==> src/rtl/twostage_wdt_pkg.sv <==
package twostage_wdt_pkg;
  localparam int OFS_CTLA = 'h0;
  localparam int OFS_CTLB = 'h4;
  localparam int OFS_TBASE = 'h8;

  localparam int BIT_RSTSTAT = 3;
  localparam int BIT_EXPIRED = 2;
  localparam int BIT_ENA = 1;
  localparam int BIT_ENB = 0;

  function automatic logic [31:0] pack_ctla(input logic rstat, input logic expd,
                                            input logic ena, input logic enb);
    logic [31:0] w;
    w = '0;
    w[BIT_RSTSTAT] = rstat;
    w[BIT_EXPIRED] = expd;
    w[BIT_ENA] = ena;
    w[BIT_ENB] = enb;
    return w;
  endfunction

  function automatic logic [31:0] pack_ctlb(input logic enb);
    logic [31:0] w;
    w = '0;
    w[BIT_ENB] = enb;
    return w;
  endfunction
endpackage

==> src/rtl/twostage_wdt_timebase.sv <==
module twostage_wdt_timebase #(
  parameter int W = 32
) (
  input  logic         clk,
  input  logic         rst,
  output logic [W-1:0] tb_o
);
  logic [W-1:0] tb_q;

  always_ff @(posedge clk) begin
    if (rst) tb_q <= '0;
    else     tb_q <= tb_q + 1'b1;
  end

  assign tb_o = tb_q;

  assert_timebase_step_R7: assert property (@(posedge clk) disable iff (rst)
    !$past(rst) |-> tb_q == $past(tb_q) + 1'b1);
endmodule

==> src/rtl/twostage_wdt_interval.sv <==
module twostage_wdt_interval #(
  parameter int N = 16
) (
  input  logic clk,
  input  logic rst,
  input  logic run,
  input  logic restart,
  output logic expire
);
  logic [N-1:0] cnt_q;
  logic         at_end;

  assign at_end = &cnt_q;
  assign expire = run && !restart && at_end;

  always_ff @(posedge clk) begin
    if (rst || !run || restart) cnt_q <= '0;
    else                        cnt_q <= cnt_q + 1'b1;
  end

  assert_idle_when_stopped_R3: assert property (@(posedge clk) disable iff (rst)
    !run |=> cnt_q == '0);
  assert_restart_zeroes_R4: assert property (@(posedge clk) disable iff (rst)
    restart |=> !expire);
endmodule

==> src/rtl/twostage_wdt_pulse.sv <==
module twostage_wdt_pulse #(
  parameter int LEN = 4
) (
  input  logic clk,
  input  logic rst,
  input  logic trip,
  output logic pulse_o
);
  localparam int PW = $clog2(LEN + 1);
  logic [PW-1:0] left_q;

  always_ff @(posedge clk) begin
    if (rst)                left_q <= '0;
    else if (trip)          left_q <= PW'(LEN);
    else if (left_q != '0)  left_q <= left_q - 1'b1;
  end

  assign pulse_o = (left_q != '0);

  assert_pulse_after_trip_R6: assert property (@(posedge clk) disable iff (rst)
    trip |=> pulse_o);
endmodule

==> src/rtl/twostage_wdt_regs.sv <==
module twostage_wdt_regs #(
  parameter bit ENABLE_ONCE = 1'b0
) (
  input  logic       clk,
  input  logic       rst,
  input  logic       wr_ctla,
  input  logic       wr_ctlb,
  input  logic [3:0] wbits,
  input  logic       expire,
  output logic       en_a,
  output logic       en_b,
  output logic       expired,
  output logic       rstat,
  output logic       restart,
  output logic       active,
  output logic       trip
);
  import twostage_wdt_pkg::*;

  logic en_a_q, en_b_q, expd_q, rstat_q;
  logic locked, clr_expd, clr_rstat;

  assign active    = en_a_q && en_b_q;
  assign locked    = ENABLE_ONCE && active;
  assign clr_expd  = wr_ctla && wbits[BIT_EXPIRED];
  assign clr_rstat = wr_ctla && wbits[BIT_RSTSTAT];
  assign restart   = clr_expd || clr_rstat;
  assign trip      = expire && expd_q;

  always_ff @(posedge clk) begin
    if (rst) begin
      en_a_q  <= 1'b0;
      en_b_q  <= 1'b0;
      expd_q  <= 1'b0;
      rstat_q <= 1'b0;
    end else begin
      if (wr_ctla && (wbits[BIT_ENA] || !locked)) en_a_q <= wbits[BIT_ENA];
      if (wr_ctlb && (wbits[BIT_ENB] || !locked)) en_b_q <= wbits[BIT_ENB];
      if (clr_expd)    expd_q <= 1'b0;
      else if (expire) expd_q <= 1'b1;
      if (clr_rstat)   rstat_q <= 1'b0;
      else if (trip)   rstat_q <= 1'b1;
    end
  end

  assign en_a    = en_a_q;
  assign en_b    = en_b_q;
  assign expired = expd_q;
  assign rstat   = rstat_q;

  assert_lock_holds_R8: assert property (@(posedge clk) disable iff (rst)
    locked |=> (en_a_q && en_b_q));
  assert_keepalive_clears_R4: assert property (@(posedge clk) disable iff (rst)
    clr_expd |=> !expd_q);
endmodule

==> src/rtl/twostage_wdt.sv <==
module twostage_wdt #(
  parameter int N                = 16,
  parameter int RST_PULSE_CYCLES = 16,
  parameter bit ENABLE_ONCE      = 1'b0,
  parameter int ADDR_W           = 4
) (
  input  logic              clk,
  input  logic              rst,
  input  logic [ADDR_W-1:0] bus_addr,
  input  logic              bus_wr,
  input  logic [31:0]       bus_wdata,
  output logic [31:0]       bus_rdata,
  output logic              irq,
  output logic              sys_rst_req
);
  import twostage_wdt_pkg::*;

  logic sel_a, sel_b, sel_t;
  logic en_a, en_b, expired, rstat, restart, active, trip, expire;
  logic [31:0] tb;
  logic unused_wdata_hi;

  assign sel_a = (bus_addr == ADDR_W'(OFS_CTLA));
  assign sel_b = (bus_addr == ADDR_W'(OFS_CTLB));
  assign sel_t = (bus_addr == ADDR_W'(OFS_TBASE));
  assign unused_wdata_hi = ^bus_wdata[31:4];

  twostage_wdt_regs #(.ENABLE_ONCE(ENABLE_ONCE)) regs_i (
    .clk(clk), .rst(rst),
    .wr_ctla(bus_wr && sel_a), .wr_ctlb(bus_wr && sel_b),
    .wbits(bus_wdata[3:0]), .expire(expire),
    .en_a(en_a), .en_b(en_b), .expired(expired), .rstat(rstat),
    .restart(restart), .active(active), .trip(trip)
  );

  twostage_wdt_interval #(.N(N)) ivl_i (
    .clk(clk), .rst(rst), .run(active), .restart(restart), .expire(expire)
  );

  twostage_wdt_pulse #(.LEN(RST_PULSE_CYCLES)) pulse_i (
    .clk(clk), .rst(rst), .trip(trip), .pulse_o(sys_rst_req)
  );

  twostage_wdt_timebase #(.W(32)) tb_i (
    .clk(clk), .rst(rst), .tb_o(tb)
  );

  always_comb begin
    bus_rdata = '0;
    if (sel_a)      bus_rdata = pack_ctla(rstat, expired, en_a, en_b);
    else if (sel_b) bus_rdata = pack_ctlb(en_b);
    else if (sel_t) bus_rdata = tb;
  end

  assign irq = expired;

  assert_flag_with_pulse_R9: assert property (@(posedge clk) disable iff (rst)
    $rose(sys_rst_req) |-> rstat);
  assert_reset_needs_irq_R6: assert property (@(posedge clk) disable iff (rst)
    $rose(sys_rst_req) |-> $past(irq));
endmodule

==> config.mk <==
export PLATFORM = sky130hd
export DESIGN_NAME = twostage_wdt
export DESIGN_NICKNAME = d
export VERILOG_FILES = /design/src/rtl/twostage_wdt_pkg.sv /design/src/rtl/twostage_wdt_timebase.sv /design/src/rtl/twostage_wdt_interval.sv /design/src/rtl/twostage_wdt_pulse.sv /design/src/rtl/twostage_wdt_regs.sv /design/src/rtl/twostage_wdt.sv
export SDC_FILE = /design/constraint.sdc
export NUM_CORES = 1
export LEC_CHECK = 0
export ABC_AREA = 0
export BUFFER_PORTS_ARGS = -buffer_cell sky130_fd_sc_hd__buf_2
export CAP_MARGIN = 15
export CORE_MARGIN = 1.5
export CORE_UTILIZATION = 35
export DETAILED_ROUTE_END_ITERATION = 10
export PLACE_DENSITY = 0.69
export RECOVER_POWER = 25
export SYNTH_ARGS = -nofsm -noshare
export SYNTH_HDL_FRONTEND = slang
export SYNTH_SLANG_ARGS = --single-unit
export TNS_END_PERCENT = 1
==> constraint.sdc <==
create_clock -name clk -period 2.5 [get_ports clk]
set_clock_uncertainty 0.1 [all_clocks]
set_input_delay 0.5 -clock clk [delete_from_list [all_inputs] [get_ports clk]]
set_output_delay 0.5 -clock clk [all_outputs]
set_load 0.01 [all_outputs]
==> Implementation_results.wiki <==
{| class="wikitable"
! Metric !! Value
|-
| Accumulated negative setup slack || 0 ns
|-
| Clock latency on the worst-skew pair || 0.34 ns
|-
| Clock tree from TritonCTS || built
|-
| Gpl congestion || 0.782
|-
| Number of register bits inferred by synthesis || 57
|-
| Kind of capture point of the worst setup path || output port
|-
| Number of diodes || 0
|-
| Total power divided by cell area || approximately 670 nW/um^2
|-
| Overall overflow remaining after global route || 0
|-
| CP required || roughly 1.9 ns
|-
| Via density per instance || around 5.2
|-
| HPWL after detailed placement || between 4000 and 5000 microns
|-
| Synthesized cell area || roughly 2800 sq um
|-
| Buffer type at the clock tree root || sky130_fd_sc_hd__clkbuf_8
|-
| Pre-Repair DR Iteration Count || 4
|-
| Area of the die || 8690 sq um
|-
| Yosys warns || 0
|-
| Final number of setup-violating endpoints || 0
|-
| Net count after synthesis || 379
|-
| Share of final-layout standard cells stronger than drive strength 1 || between 10% and 20%
|-
| H-tree levels || 3
|-
| Post-synth EDFFs || 0
|-
| Horizontal extent of the die || 93.2 microns
|-
| Final wirelength || approximately 6300 microns
|-
| Max-capacitance violation count || 0
|-
| Critical path's slowest cell || sky130_fd_sc_hd__dfxtp_1
|-
| Number of DRC violations after detailed routing || 0
|-
| Relative slew slack || between 10% and 20%
|-
| Buffers inserted by post-CTS timing repair || 0
|-
| Nets@finish || about 430
|-
| Final ANT Viol Nets || 0
|-
| Leading register cell type out of synthesis || sky130_fd_sc_hd__dfxtp_1
|-
| Run status || finished, final reports clean
|-
| Antenna violations before repair || 0
|-
| Cell count after synthesis || around 340
|-
| Tot Pwr || around 2.3 mW
|-
| Port Buffer Count || 44
|-
| CP Max Fanout || 4
|-
| Number of vias after detailed routing || about 2600
|-
| Worst hold-check path type || in -> reg
|-
| Pin count of the biggest net entering global routing || 33
|-
| Final period util || between 80% and 90%
|-
| Routed len/inst || around 13 microns
|-
| Row count || 32
|-
| Cell family with most CP delay || buffers and inverters
|-
| First-pass GRT wire length || 10800 microns
|-
| Async set or reset register ratio after synthesis || 0%
|-
| TritonCTS buffer count || 9
|-
| Transition time at the pin with the least slew margin || around 1.2 ns
|-
| PostCTS Resize Cnt || 0
|-
| Sinks on Clock Net || 57
|-
| Cell with the most instances on the worst path || sky130_fd_sc_hd__inv_1
|-
| Post-Syn Area per Cell || 8.45 sq um
|-
| Maximum clock frequency || between 0.4 and 0.5 GHz
|-
| Final hold vios || 0
|-
| Clock-pin transition on the worst setup and hold timing paths || approximately 0.070 ns
|-
| IR drop worst, VDD || about 0.27 mV
|-
| Crit path largest cell delay || 0.33 ns
|-
| Arrival time worst endpoint || 1.55 ns
|-
| GR Util All Layers || between 10% and 20%
|-
| Static Leakage || between 1 and 1.5 nW
|-
| Buffers and inverters on the worst path || 4
|-
| Top-level port count || 73
|-
| Crit path kind || reg -> out
|-
| Worst Setup Start Kind || flop
|-
| Critical-path cell list || inv_1 > ha_1 > nor4b_1 > buf_4 > inv_1 > buf_2
|-
| Unrepaired setup endpoints after global routing || no
|-
| Final Slew Violations || 0
|-
| Clock period minus final worst setup slack || approximately 2.1 ns
|-
| Share of the yosys chip area belonging to registers || about two fifths
|-
| Hold buffers post-CTS || 0
|-
| Placeable core area || approximately 8000 sq um
|-
| Distinct cell type count after synthesis || between 40 and 50
|-
| Number of global-route vias before repair || roughly 2300
|-
| Synth-to-Final Area Change || 21.3%
|-
| Starting density of the core || approximately 36%
|-
| Maximum clock path buffer count || 2
|-
| Iter 0 DRT Violations || between 100 and 150
|-
| Die span in y || approximately 93 microns
|}
[state kept, by name (all words and copies together) (netlist names)]
register	count
pulse_i.left_q	5
regs_i.en_b	1
regs_i.rstat	1
regs_i.en_a	1
ivl_i.cnt_q	16
tb_i.tb_o	32
regs_i.expired	1
[cell usage in the layout (no fill, tap or decap), types with 2 or more instances in the layout]
cell and count:
sky130_fd_sc_hd__a21oi_1 23, sky130_fd_sc_hd__a22o_1 4, sky130_fd_sc_hd__a31oi_1 2, sky130_fd_sc_hd__and2_1 30
sky130_fd_sc_hd__and3_1 9, sky130_fd_sc_hd__and4_1 5, sky130_fd_sc_hd__buf_2 42, sky130_fd_sc_hd__buf_4 5
sky130_fd_sc_hd__bufinv_16 4, sky130_fd_sc_hd__clkbuf_1 3, sky130_fd_sc_hd__clkbuf_8 9, sky130_fd_sc_hd__clkinv_2 2
sky130_fd_sc_hd__dfxtp_1 57, sky130_fd_sc_hd__ha_1 3, sky130_fd_sc_hd__inv_1 8, sky130_fd_sc_hd__mux2_2 2
sky130_fd_sc_hd__nand2_1 19, sky130_fd_sc_hd__nand3_1 21, sky130_fd_sc_hd__nand4_1 13, sky130_fd_sc_hd__nand4_4 2
sky130_fd_sc_hd__nor2_1 33, sky130_fd_sc_hd__nor2b_1 6, sky130_fd_sc_hd__nor3_1 3, sky130_fd_sc_hd__nor4_1 6
sky130_fd_sc_hd__o21ai_0 10, sky130_fd_sc_hd__o31ai_1 10, sky130_fd_sc_hd__or3_1 10, sky130_fd_sc_hd__or4_1 10
sky130_fd_sc_hd__xnor2_1 9, sky130_fd_sc_hd__xor2_1 15
[logic make-up (layout without fill, tap and decap cells)]
kind of cell             count (synthesis)  after routing  synth area share [%]
AO/OA/AOI/OAI                           53             53                  11.4
buffers and inverters                   22             74                  3.16
adder cells (fa/ha/maj)                  3              3                  1.32
XOR/XNOR                                24             24                  7.38
AND/OR/NAND/NOR                        175            175                  35.6
multiplexers                             3              3                  1.14
flip-flops                              57             57                  40.1
[worst register-to-register path: cells and delay by family, from the launching register on]
family,cells,cell delay (ns)
adders and majority gates,1,0.20
and+or+nand+nor,3,1.17
DFF,1,0.39
AOI/OAI and AO/OA,1,0.15
[power by group]
group	internal, mW	leakage [nW]	switching (mW)
registers	0.938	0.460	0.0269
logic	0.113	0.727	0.107
clock network	0.760	0.130	0.378
[final timing paths]
path / cells past startpoint / slack, ns / to / from
setup / recovery: 6 / 0.35 / sys_rst_req / pulse_i.left_q[0]
hold reg to reg: 2 / 0.35 / regs_i.rstat / regs_i.rstat
setup reg to reg: 5 / 0.43 / tb_i.tb_o[28] / tb_i.tb_o[0]
hold / removal: 2 / 0.29 / regs_i.expired / bus_wdata[2]
[routing by layer]
metal	routed length (microns)	vias up	global-route usage, %
li1	-	1305	-
met4	110	0	7.45
met3	215	11	3.09
met2	2950	38	24.9
met1	2970	1208	19.7
met5	0	-	0
[stage by stage]
| stage | instance area [sq um] | util (%) | hold WS (ns) | cells | setup WS, ns |
|---|---|---|---|---|---|
| after floorplan | 2850 | - | 0.336 | 337 | 0.384 |
| after global placement | 3200 | 41.0 | 0.343 | 475 | 0.377 |
| after detailed placement | 3200 | 41.0 | 0.348 | 475 | 0.369 |
| after CTS | 3460 | 44.3 | 0.287 | 491 | 0.313 |
| after global routing | 3460 | 44.3 | 0.303 | 491 | 0.246 |
| final | 3460 | 44.3 | 0.290 | 491 | 0.351 |
[layout make-up]
type / instances / area (sq um)
multi-input cells: 258 / 1620
clock inverters: 6 / 130
inverters: 8 / 30.0
fillers: 762 / 4350
repair buffers: 50 / 275
clock buffers: 10 / 128
flip-flops and latches: 57 / 1140
well taps: 102 / 128
[cells in the mapped netlist (2+ instances only)]
master | n | area share, %
sky130_fd_sc_hd__dfxtp_1 | 57 | 40
sky130_fd_sc_hd__nor2_1 | 33 | 4.3
sky130_fd_sc_hd__and2_1 | 30 | 6.6
sky130_fd_sc_hd__a21oi_1 | 23 | 4.0
sky130_fd_sc_hd__nand3_1 | 21 | 3.7
sky130_fd_sc_hd__nand2_1 | 19 | 2.5
sky130_fd_sc_hd__xor2_1 | 15 | 4.6
sky130_fd_sc_hd__nand4_1 | 13 | 2.9
sky130_fd_sc_hd__o31ai_1 | 10 | 2.6
sky130_fd_sc_hd__or3_1 | 10 | 2.2
sky130_fd_sc_hd__or4_1 | 10 | 2.6
sky130_fd_sc_hd__and3_1 | 9 | 2.0
sky130_fd_sc_hd__clkbuf_1 | 9 | 1.2
sky130_fd_sc_hd__o21ai_0 | 9 | 1.6
sky130_fd_sc_hd__xnor2_1 | 9 | 2.8
sky130_fd_sc_hd__inv_1 | 8 | 1.1
sky130_fd_sc_hd__nor2b_1 | 6 | 1.3
sky130_fd_sc_hd__nor4_1 | 6 | 1.3
sky130_fd_sc_hd__and4_1 | 5 | 1.5
sky130_fd_sc_hd__a22o_1 | 4 | 1.2
sky130_fd_sc_hd__ha_1 | 3 | 1.3
sky130_fd_sc_hd__nor3_1 | 3 | 0.53
sky130_fd_sc_hd__a31oi_1 | 2 | 0.44
sky130_fd_sc_hd__buf_2 | 2 | 0.35
sky130_fd_sc_hd__mux2_2 | 2 | 0.79
sky130_fd_sc_hd__nand4_4 | 2 | 1.5
sky130_fd_sc_hd__nor4b_1 | 2 | 0.61
No activity file was read; power rests on OpenSTA's default activity.
